$ cat src/rtl/eirq_pkg.sv
package eirq_pkg;
  typedef enum logic [1:0] {
    SNS_LOW  = 2'b00,
    SNS_FALL = 2'b01,
    SNS_RISE = 2'b10,
    SNS_BOTH = 2'b11
  } sense_e;

  localparam int SENSE_W = 2;
endpackage

$ cat src/rtl/eirq_sync.sv
module eirq_sync #(
  parameter int W = 16,
  parameter logic RST_VAL = 1'b1
) (
  input  logic         clk,
  input  logic         rst_n,
  input  logic [W-1:0] d,
  output logic [W-1:0] q
);
  logic [W-1:0] stage1;

  always_ff @(posedge clk or negedge rst_n) begin
    if (!rst_n) begin
      stage1 <= {W{RST_VAL}};
      q      <= {W{RST_VAL}};
    end else begin
      stage1 <= d;
      q      <= stage1;
    end
  end

  // cycles since reset, saturating, so $past never reaches before reset
  logic [1:0] age;
  always_ff @(posedge clk or negedge rst_n) begin
    if (!rst_n) age <= 2'd0;
    else if (age != 2'd2) age <= age + 2'd1;
  end

  // output is the input delayed by exactly two clocks
  a_r2_two_stage: assert property (@(posedge clk) disable iff (!rst_n)
    (age == 2'd2) |-> (q == $past(d, 2)));
endmodule

$ cat src/rtl/eirq_chan.sv
module eirq_chan
  import eirq_pkg::*;
(
  input  logic   clk,
  input  logic   rst_n,
  input  logic   smp,
  input  sense_e mode,
  input  logic   clr,
  output logic   flag,
  output logic   det
);
  logic prev;

  always_ff @(posedge clk or negedge rst_n) begin
    if (!rst_n) prev <= 1'b1;
    else        prev <= smp;
  end

  always_comb begin
    unique case (mode)
      SNS_LOW:  det = ~smp;
      SNS_FALL: det = prev & ~smp;
      SNS_RISE: det = ~prev & smp;
      SNS_BOTH: det = prev ^ smp;
      default:  det = 1'b0;
    endcase
  end

  // set dominates clear
  always_ff @(posedge clk or negedge rst_n) begin
    if (!rst_n) flag <= 1'b0;
    else        flag <= det | (flag & ~clr);
  end

  // a detection always leaves the flag set next cycle
  a_r8_detect_sets: assert property (@(posedge clk) disable iff (!rst_n)
    det |=> flag);

  // a low level in level mode keeps the flag set
  a_r4_level_holds: assert property (@(posedge clk) disable iff (!rst_n)
    (mode == SNS_LOW && !smp) |=> flag);

  // without detection or clear, the flag keeps its value
  a_r7_flag_sticky: assert property (@(posedge clk) disable iff (!rst_n)
    (!det && !clr) |=> $stable(flag));

  // a flag rises only after a matching condition
  a_r3_rise_needs_match: assert property (@(posedge clk) disable iff (!rst_n)
    $rose(flag) |-> $past(det));
endmodule

$ cat src/rtl/eirq_regs.sv
module eirq_regs #(
  parameter int NCH       = 16,
  parameter int AW        = 3,
  parameter int ALT_FIRST = 2
) (
  input  logic               clk,
  input  logic               rst_n,
  input  logic               bus_en,
  input  logic               bus_we,
  input  logic [AW-1:0]      bus_addr,
  input  logic [NCH-1:0]     bus_wdata,
  output logic [NCH-1:0]     bus_rdata,
  input  logic [NCH-1:0]     flags,
  output logic [2*NCH-1:0]   sense,
  output logic [NCH-1:0]     src_sel,
  output logic [NCH-1:0]     enable,
  output logic [NCH-1:0]     clr
);
  localparam int SWORDS = 2;
  localparam logic [AW-1:0] A_SRC  = AW'(SWORDS);
  localparam logic [AW-1:0] A_EN   = AW'(SWORDS + 1);
  localparam logic [AW-1:0] A_FLAG = AW'(SWORDS + 2);
  localparam logic [NCH-1:0] SRC_MASK = ~NCH'((1 << ALT_FIRST) - 1);

  logic wr, rd;
  logic [NCH-1:0] seen;

  assign wr = bus_en & bus_we;
  assign rd = bus_en & ~bus_we;

  always_ff @(posedge clk or negedge rst_n) begin
    if (!rst_n) begin
      sense   <= '0;
      src_sel <= '0;
      enable  <= '0;
    end else if (wr) begin
      for (int w = 0; w < SWORDS; w++) begin
        if (bus_addr == AW'(w)) sense[w*NCH +: NCH] <= bus_wdata;
      end
      if (bus_addr == A_SRC) src_sel <= bus_wdata & SRC_MASK;
      if (bus_addr == A_EN)  enable  <= bus_wdata;
    end
  end

  // bits read as 1 become clearable; any flag-word write consumes them
  always_ff @(posedge clk or negedge rst_n) begin
    if (!rst_n)                          seen <= '0;
    else if (wr && bus_addr == A_FLAG)   seen <= '0;
    else if (rd && bus_addr == A_FLAG)   seen <= seen | flags;
  end

  assign clr = (wr && bus_addr == A_FLAG) ? (~bus_wdata & seen) : '0;

  always_comb begin
    bus_rdata = '0;
    for (int w = 0; w < SWORDS; w++) begin
      if (bus_addr == AW'(w)) bus_rdata = sense[w*NCH +: NCH];
    end
    if (bus_addr == A_SRC)  bus_rdata = src_sel;
    if (bus_addr == A_EN)   bus_rdata = enable;
    if (bus_addr == A_FLAG) bus_rdata = flags;
  end

  // the low source-select bits never hold a 1
  a_r5_low_src_zero: assert property (@(posedge clk) disable iff (!rst_n)
    (src_sel & ~SRC_MASK) == '0);
endmodule

$ cat src/rtl/ext_irq_latch.sv
module ext_irq_latch
  import eirq_pkg::*;
#(
  parameter int NCH       = 16,
  parameter int AW        = 3,
  parameter int ALT_FIRST = 2
) (
  input  logic            clk,
  input  logic            rst_n,
  input  logic [NCH-1:0]  pin_in,
  input  logic [NCH-1:0]  alt_in,
  input  logic            bus_en,
  input  logic            bus_we,
  input  logic [AW-1:0]   bus_addr,
  input  logic [NCH-1:0]  bus_wdata,
  output logic [NCH-1:0]  bus_rdata,
  output logic [NCH-1:0]  irq_req
);
  localparam logic [AW-1:0] FLAG_ADDR = AW'(4);

  logic [NCH-1:0]   pin_s, alt_s, chosen, flag, det, clr, src_sel, enable;
  logic [2*NCH-1:0] sense;

  eirq_sync #(.W(NCH), .RST_VAL(1'b1)) u_sync_pin (
    .clk(clk), .rst_n(rst_n), .d(pin_in), .q(pin_s));

  eirq_sync #(.W(NCH), .RST_VAL(1'b1)) u_sync_alt (
    .clk(clk), .rst_n(rst_n), .d(alt_in), .q(alt_s));

  eirq_regs #(.NCH(NCH), .AW(AW), .ALT_FIRST(ALT_FIRST)) u_regs (
    .clk(clk), .rst_n(rst_n),
    .bus_en(bus_en), .bus_we(bus_we), .bus_addr(bus_addr),
    .bus_wdata(bus_wdata), .bus_rdata(bus_rdata),
    .flags(flag), .sense(sense), .src_sel(src_sel),
    .enable(enable), .clr(clr));

  for (genvar i = 0; i < NCH; i++) begin : g_ch
    if (i >= ALT_FIRST) begin : g_mux
      assign chosen[i] = src_sel[i] ? alt_s[i] : pin_s[i];
    end else begin : g_pin
      assign chosen[i] = pin_s[i];
    end

    eirq_chan u_chan (
      .clk(clk), .rst_n(rst_n), .smp(chosen[i]),
      .mode(sense_e'(sense[2*i +: 2])), .clr(clr[i]),
      .flag(flag[i]), .det(det[i]));

    assign irq_req[i] = flag[i] & enable[i];

    // a flag drops only after a 0 was written to its bit
    a_r7_fall_only_by_clear: assert property (@(posedge clk) disable iff (!rst_n)
      $fell(flag[i]) |->
        $past(bus_en && bus_we && bus_addr == FLAG_ADDR && !bus_wdata[i]));
  end
endmodule

$ cat config.mk
export PLATFORM = sky130hd
export DESIGN_NAME = ext_irq_latch
export DESIGN_NICKNAME = d
export VERILOG_FILES = /design/src/rtl/eirq_pkg.sv /design/src/rtl/eirq_sync.sv /design/src/rtl/eirq_chan.sv /design/src/rtl/eirq_regs.sv /design/src/rtl/ext_irq_latch.sv
export SDC_FILE = /design/constraint.sdc
export NUM_CORES = 1
export LEC_CHECK = 0
export CAP_MARGIN = 20
export CORE_MARGIN = 3
export CORE_UTILIZATION = 55
export CTS_BUF_LIST = sky130_fd_sc_hd__clkbuf_16
export CTS_CLUSTER_DIAMETER = 150
export DETAILED_ROUTE_END_ITERATION = 10
export GPL_TIMING_DRIVEN = 1
export HOLD_SLACK_MARGIN = 0.15
export PLACE_DENSITY = 0.77
export SYNTH_ARGS = -nofsm -noshare
export SYNTH_HDL_FRONTEND = slang
export SYNTH_SLANG_ARGS = --single-unit
export TNS_END_PERCENT = 1
$ cat constraint.sdc
create_clock -name clk -period 4.4 [get_ports clk]
set_input_delay 0.88 -clock clk [delete_from_list [all_inputs] [get_ports clk]]
set_output_delay 0.88 -clock clk [all_outputs]
set_load 0.05 [all_outputs]
Word level (Yosys, flattened, before mapping)
Index checks and enable logic that the tools add are counted.

Flip-flop bits (word level): 174. Input bits: 55. Output and inout port bits: 32. Logic and storage cells: 305.

Eq/ne operators: 52. Muxes and demuxes: 38. Bitwise operators: 150. Reductions and logical operators: 24.

Operators with widths (number): $mux 16 (8); $and 1x1->1 (66); $eq 2x2->1 const B (32); $pmux 1 s4 (16); $not 1->1 (49); $eq 2x1->1 const B (16); $logic_not 2->1 (16); $and 16x16->16 (1); $not 16->16 (1); $or 1x1->1 (16); $or 16x16->16 (1); $xor 1x1->1 (16); $mux 1 (14); $reduce_and 2->1 (4); $eq 3x2->1 const B (2); $eq 3x1->1 const B (1); $eq 3x3->1 const B (1); $logic_not 3->1 (1); $logic_and 1x1->1 (2); $reduce_bool 2->1 (1).

Logic depth before layout (Yosys ltp)
Word-level depth: 6. Depth in mapped cells: 6. Mapped depth without buffers: 6.

Cells and area by module
A second synthesis with hierarchy kept.

Cell total of the unflattened synthesis: 545. Area, all modules: 7636.1 µm².

Modules (own cells, without submodules): eirq_regs (instances 1, cells each 289, area each 3701.0 µm², seq. area each 1951.9 µm²); eirq_chan (g_ch[0].u_chan ...) (instances 15, cells each 10, area each 121.4 µm², seq. area each 51.3 µm²); eirq_sync (instances 2, cells each 32, area each 840.8 µm², seq. area each 840.8 µm²); ext_irq_latch (instances 1, cells each 30, area each 310.3 µm², seq. area each 0.0 µm²); eirq_chan (g_ch[9].u_chan) (instances 1, cells each 12, area each 122.6 µm², seq. area each 51.3 µm²).

Least setup slack after synthesis
Ideal clock, no wire load.

Path kind: input -> output. Start: input bus_addr[0]. End: output bus_rdata[10]. Arrival time: 2.642 ns. Required time: 3.520 ns. Slack: 0.878 ns. Stages on the path: 5. Buffers on the path: 2. Cell sequence: buf_4 -> buf_6 -> mux4_2 -> inv_1 -> o21ai_0.

Word-level cells in the longest chain between the ends: 6. Elaborated cells on any way between the ends: 10. Those cells by class: 4 x eq/ne; 5 x mux; 1 x reduce/logical.

RTL lines: start: declaration (RTL line ext_irq_latch.sv:14) `input logic [AW-1:0] bus_addr,`; $logic_not 3->1 (RTL line eirq_regs.sv:57) `if (bus_addr == AW'(w)) bus_rdata = sense[w*NCH +: NCH];`; $mux 16 (2 in series) (RTL line eirq_regs.sv:57); $mux 16 (RTL line eirq_regs.sv:59) `if (bus_addr == A_SRC) bus_rdata = src_sel;`; $mux 16 (RTL line eirq_regs.sv:60) `if (bus_addr == A_EN) bus_rdata = enable;`; $mux 16 (*) (RTL line eirq_regs.sv:61) `if (bus_addr == A_FLAG) bus_rdata = flags;`; end: declaration (RTL line ext_irq_latch.sv:16) `output logic [NCH-1:0] bus_rdata,`.

Mark *: on every way between the ends. The rest lies on a longest branch, timed or not.

Final worst setup path
Start: input bus_addr[0]. End: output bus_rdata[13].

Same word-level chain as after synthesis.

==> impl_metrics.env <==
export IMPL_status="finished, final reports clean"
export IMPL_cp_required_ps=3520
export IMPL_layout_area_overhead_vs_synth_pct=23.5
export IMPL_critPathBufInv=3
export IMPL_critPathLaunchType="input port"
export IMPL_avgRoutedWirePerCell_um=19.3
export IMPL_port_buffers=84
export IMPL_cts_repair_resized=0
export IMPL_fp_dieW_um=122
export IMPL_clk_latency_ps=420
export IMPL_rsz0062_at_grt="no"
export IMPL_grtUsageTotal_pct=23.2
export IMPL_crit_chain="clkdlybuf4s50_1, nor3b_2, buf_4, nand2_1, o21ai_0, buf_12"
export IMPL_tritoncts="yes"
export IMPL_overflow=0
export IMPL_ant_nets=0
export IMPL_drt_iter0_drc=363
export IMPL_cellPowerDensity_nw_per_um2=484
export IMPL_yosysSeqAreaShare_pct=58.5
export IMPL_totalWireLength_um=16000
export IMPL_grt_max_degree=107
export IMPL_post_route_min_period_ps=3660
export IMPL_diodes=0
export IMPL_max_slew_margin_pct=37.0
export IMPL_coreArea_um2=12900
export IMPL_antenna_found_initial=0
export IMPL_postSynthCellCount=549
export IMPL_vias=4645
export IMPL_fin_crit_sh_pct=83.1
export IMPL_maxSlewViolCount=0
export IMPL_cp_arrival_ps=2780
export IMPL_cts_max_path_buffers=2
export IMPL_hold_path_class="reg2reg"
export IMPL_hold_violations=0
export IMPL_leakagePower_uw=0.00403
export IMPL_worstMarginPinSlew_ps=944
export IMPL_dieArea_um2=14900
export IMPL_synth_warning_count=0
export IMPL_synth_area_um2=7430
export IMPL_synth_edff_count=0
export IMPL_path_clk_slew_ps=60
export IMPL_fin_nets=732
export IMPL_htree_num_levels=4
export IMPL_slowest_delay_ps=630
export IMPL_fillCellCount=897
export IMPL_clock_skew_ps=8.68
export IMPL_grt_pass1_vias=4874
export IMPL_maxCapViolCount=0
export IMPL_async_flop_share_pct=100
export IMPL_die_h_um=122
export IMPL_ios=87
export IMPL_synth_fp_nets=636
export IMPL_stdcell_count=830
export IMPL_gp_congestion=0.769
export IMPL_initial_core_util_pct=57.5
export IMPL_grt_pass1_wl_um=26000
export IMPL_drive_above_1_share_pct=34.8
export IMPL_drc=0
export IMPL_post_cts_buffers=0
export IMPL_first_pass_iters=4
export IMPL_cts_sinks=170
export IMPL_multi_input_area_um2=2680
export IMPL_synth_main_ff_cell="dfrtp_1"
export IMPL_tns_ps=0
export IMPL_worst_path_max_delay_cell="nor3b_2"
export IMPL_register_area_um2=4350
export IMPL_synth_cell_type_count=26
export IMPL_cts_root_buf="clkbuf_16"
export IMPL_crit_type="in2out"
export IMPL_irDropWorstVdd_mv=0.358
export IMPL_cts_buffers=17
export IMPL_cp_end_kind="primary output"
export IMPL_viasPerCell=5.60
export IMPL_place_inst=798
export IMPL_clock_fmax_ghz=0.273
export IMPL_critPathMaxFanout=9
export IMPL_path_delay_family="buffers and inverters"
export IMPL_yosys_register_bits=170
export IMPL_dp_hpwl_um=10600
export IMPL_hold_buffers=0
export IMPL_fp_row_count=41
export IMPL_avgSynthCellArea_um2=13.5
export IMPL_setup_viol=0
==> Yosys cell counts (2+ instances only) <==
| cell type | n | area, µm² |
|---|---|---|
| and3b_1 | 3 | 26.3 |
| a21oi_1 | 17 | 85.1 |
| dfrtp_1 | 94 | 2350 |
| o41ai_1 | 13 | 114 |
| a22oi_1 | 2 | 15.0 |
| o41ai_2 | 3 | 48.8 |
| ha_1 | 32 | 400 |
| nand2_1 | 34 | 128 |
| inv_1 | 76 | 285 |
| and2_1 | 16 | 100 |
| mux2i_1 | 15 | 150 |
| nor2_1 | 18 | 67.6 |
| o21ai_0 | 16 | 80.1 |
| dfstp_2 | 76 | 2000 |
| buf_4 | 4 | 30.0 |
| mux2_2 | 71 | 800 |
| clkbuf_1 | 4 | 15.0 |
| mux4_2 | 21 | 473 |
| buf_6 | 4 | 45.0 |
| o211ai_1 | 18 | 135 |
| buf_2 | 7 | 35.0 |
==> kinds of logic after synthesis <==
| family | after synthesis | share of synthesized area [%] |
|---|---|---|
| AO/OA/AOI/OAI | 69 | 6.43 |
| adder cells (fa/ha/maj) | 32 | 5.39 |
| buffers and inverters | 95 | 5.52 |
| flip-flops | 170 | 58.5 |
| multiplexers | 107 | 19.1 |
| AND/OR/NAND/NOR | 76 | 4.97 |
==> through the flow <==
| stage | worst slack, ps | total power, µW | hold WS [ps] | area (µm²) | utilization [%] |
|---|---|---|---|---|---|
| final | 742 | 4440 | 350 | 9180 | 71.0 |
| after global routing | 628 | 4650 | 357 | 9180 | 71.0 |
| after CTS | 724 | 4480 | 353 | 9180 | 71.0 |
| after detailed placement | 767 | 3080 | 347 | 8630 | 66.8 |
| after global placement | 779 | 3020 | 346 | 8630 | 66.8 |
| after floorplan | 878 | 2650 | 345 | 7430 | - |
==> layer usage <==
layer | part of all wire, % | GRT usage (%)
met1 | 41 | 30.6
met2 | 51 | 38.3
met3 | 6.4 | 5.53
met4 | 1.4 | 7.56
met5 | 0 | 0
==> state kept, by name (all words and copies together), names as in the netlist <==
signal	flops
u_regs.sense	32
g_ch.u_chan.flag	16
g_ch.u_chan.prev	16
u_regs.enable	16
u_regs.seen	16
u_sync_pin.q	16
u_sync_pin.stage1	16
u_regs.src_sel	14
u_sync_alt.q	14
u_sync_alt.stage1	14
==> report_power, final <==
part           internal [µW]  total [µW]  switching (µW)
Sequential              1820        2010             189
Combinational            514        1040             529
Clock                    814        1390             571
Total                   3150        4440            1290
==> path summary, 6_finish.rpt <==
| check | start | slack [ps] | cells past startpoint | endpoint |
|---|---|---|---|---|
| max | bus_addr[0] | 740 | 6 | bus_rdata[13] |
| min | u_sync_pin.stage1[4]$_DFF_PN1_ | 350 | 0 | u_sync_pin.q[4]$_DFF_PN1_ |
| max reg2reg | u_regs.src_sel[5]$_DFFE_PN0P_ | 2680 | 4 | g_ch[5].u_chan.flag$_DFF_PN0_ |
| min reg2reg | u_sync_pin.stage1[4]$_DFF_PN1_ | 350 | 0 | u_sync_pin.q[4]$_DFF_PN1_ |
| max in group asynchronous | rst_n | 2940 | 2 | u_sync_pin.q[8]$_DFF_PN1_ |
| min in group asynchronous | rst_n | 580 | 1 | u_regs.seen[13]$_DFFE_PN0P_ |
==> placed cells by master, fill, tap and decap left out, drive strengths merged, types with 19 or more instances in the layout <==
cell type      Yosys  routed
clkdlybuf4s50      0      67
inv               76      79
buf               15      29
ha                32      32
nor2              19      19
dfstp             76      76
nand2             34      34
mux2              71      71
mux4              21      21
dfrtp             94      94
==> layout make-up <==
cell class,count,share of cell area (%)
Inverter,76,3.11
Timing Repair Buffer,96,12.0
Clock buffer,17,4.64
Tap cell,172,2.35
Multi-Input combinational cell,284,29.2
Clock inverter,15,1.30
Sequential cell,170,47.4
(Power assumes the default switching activity.)
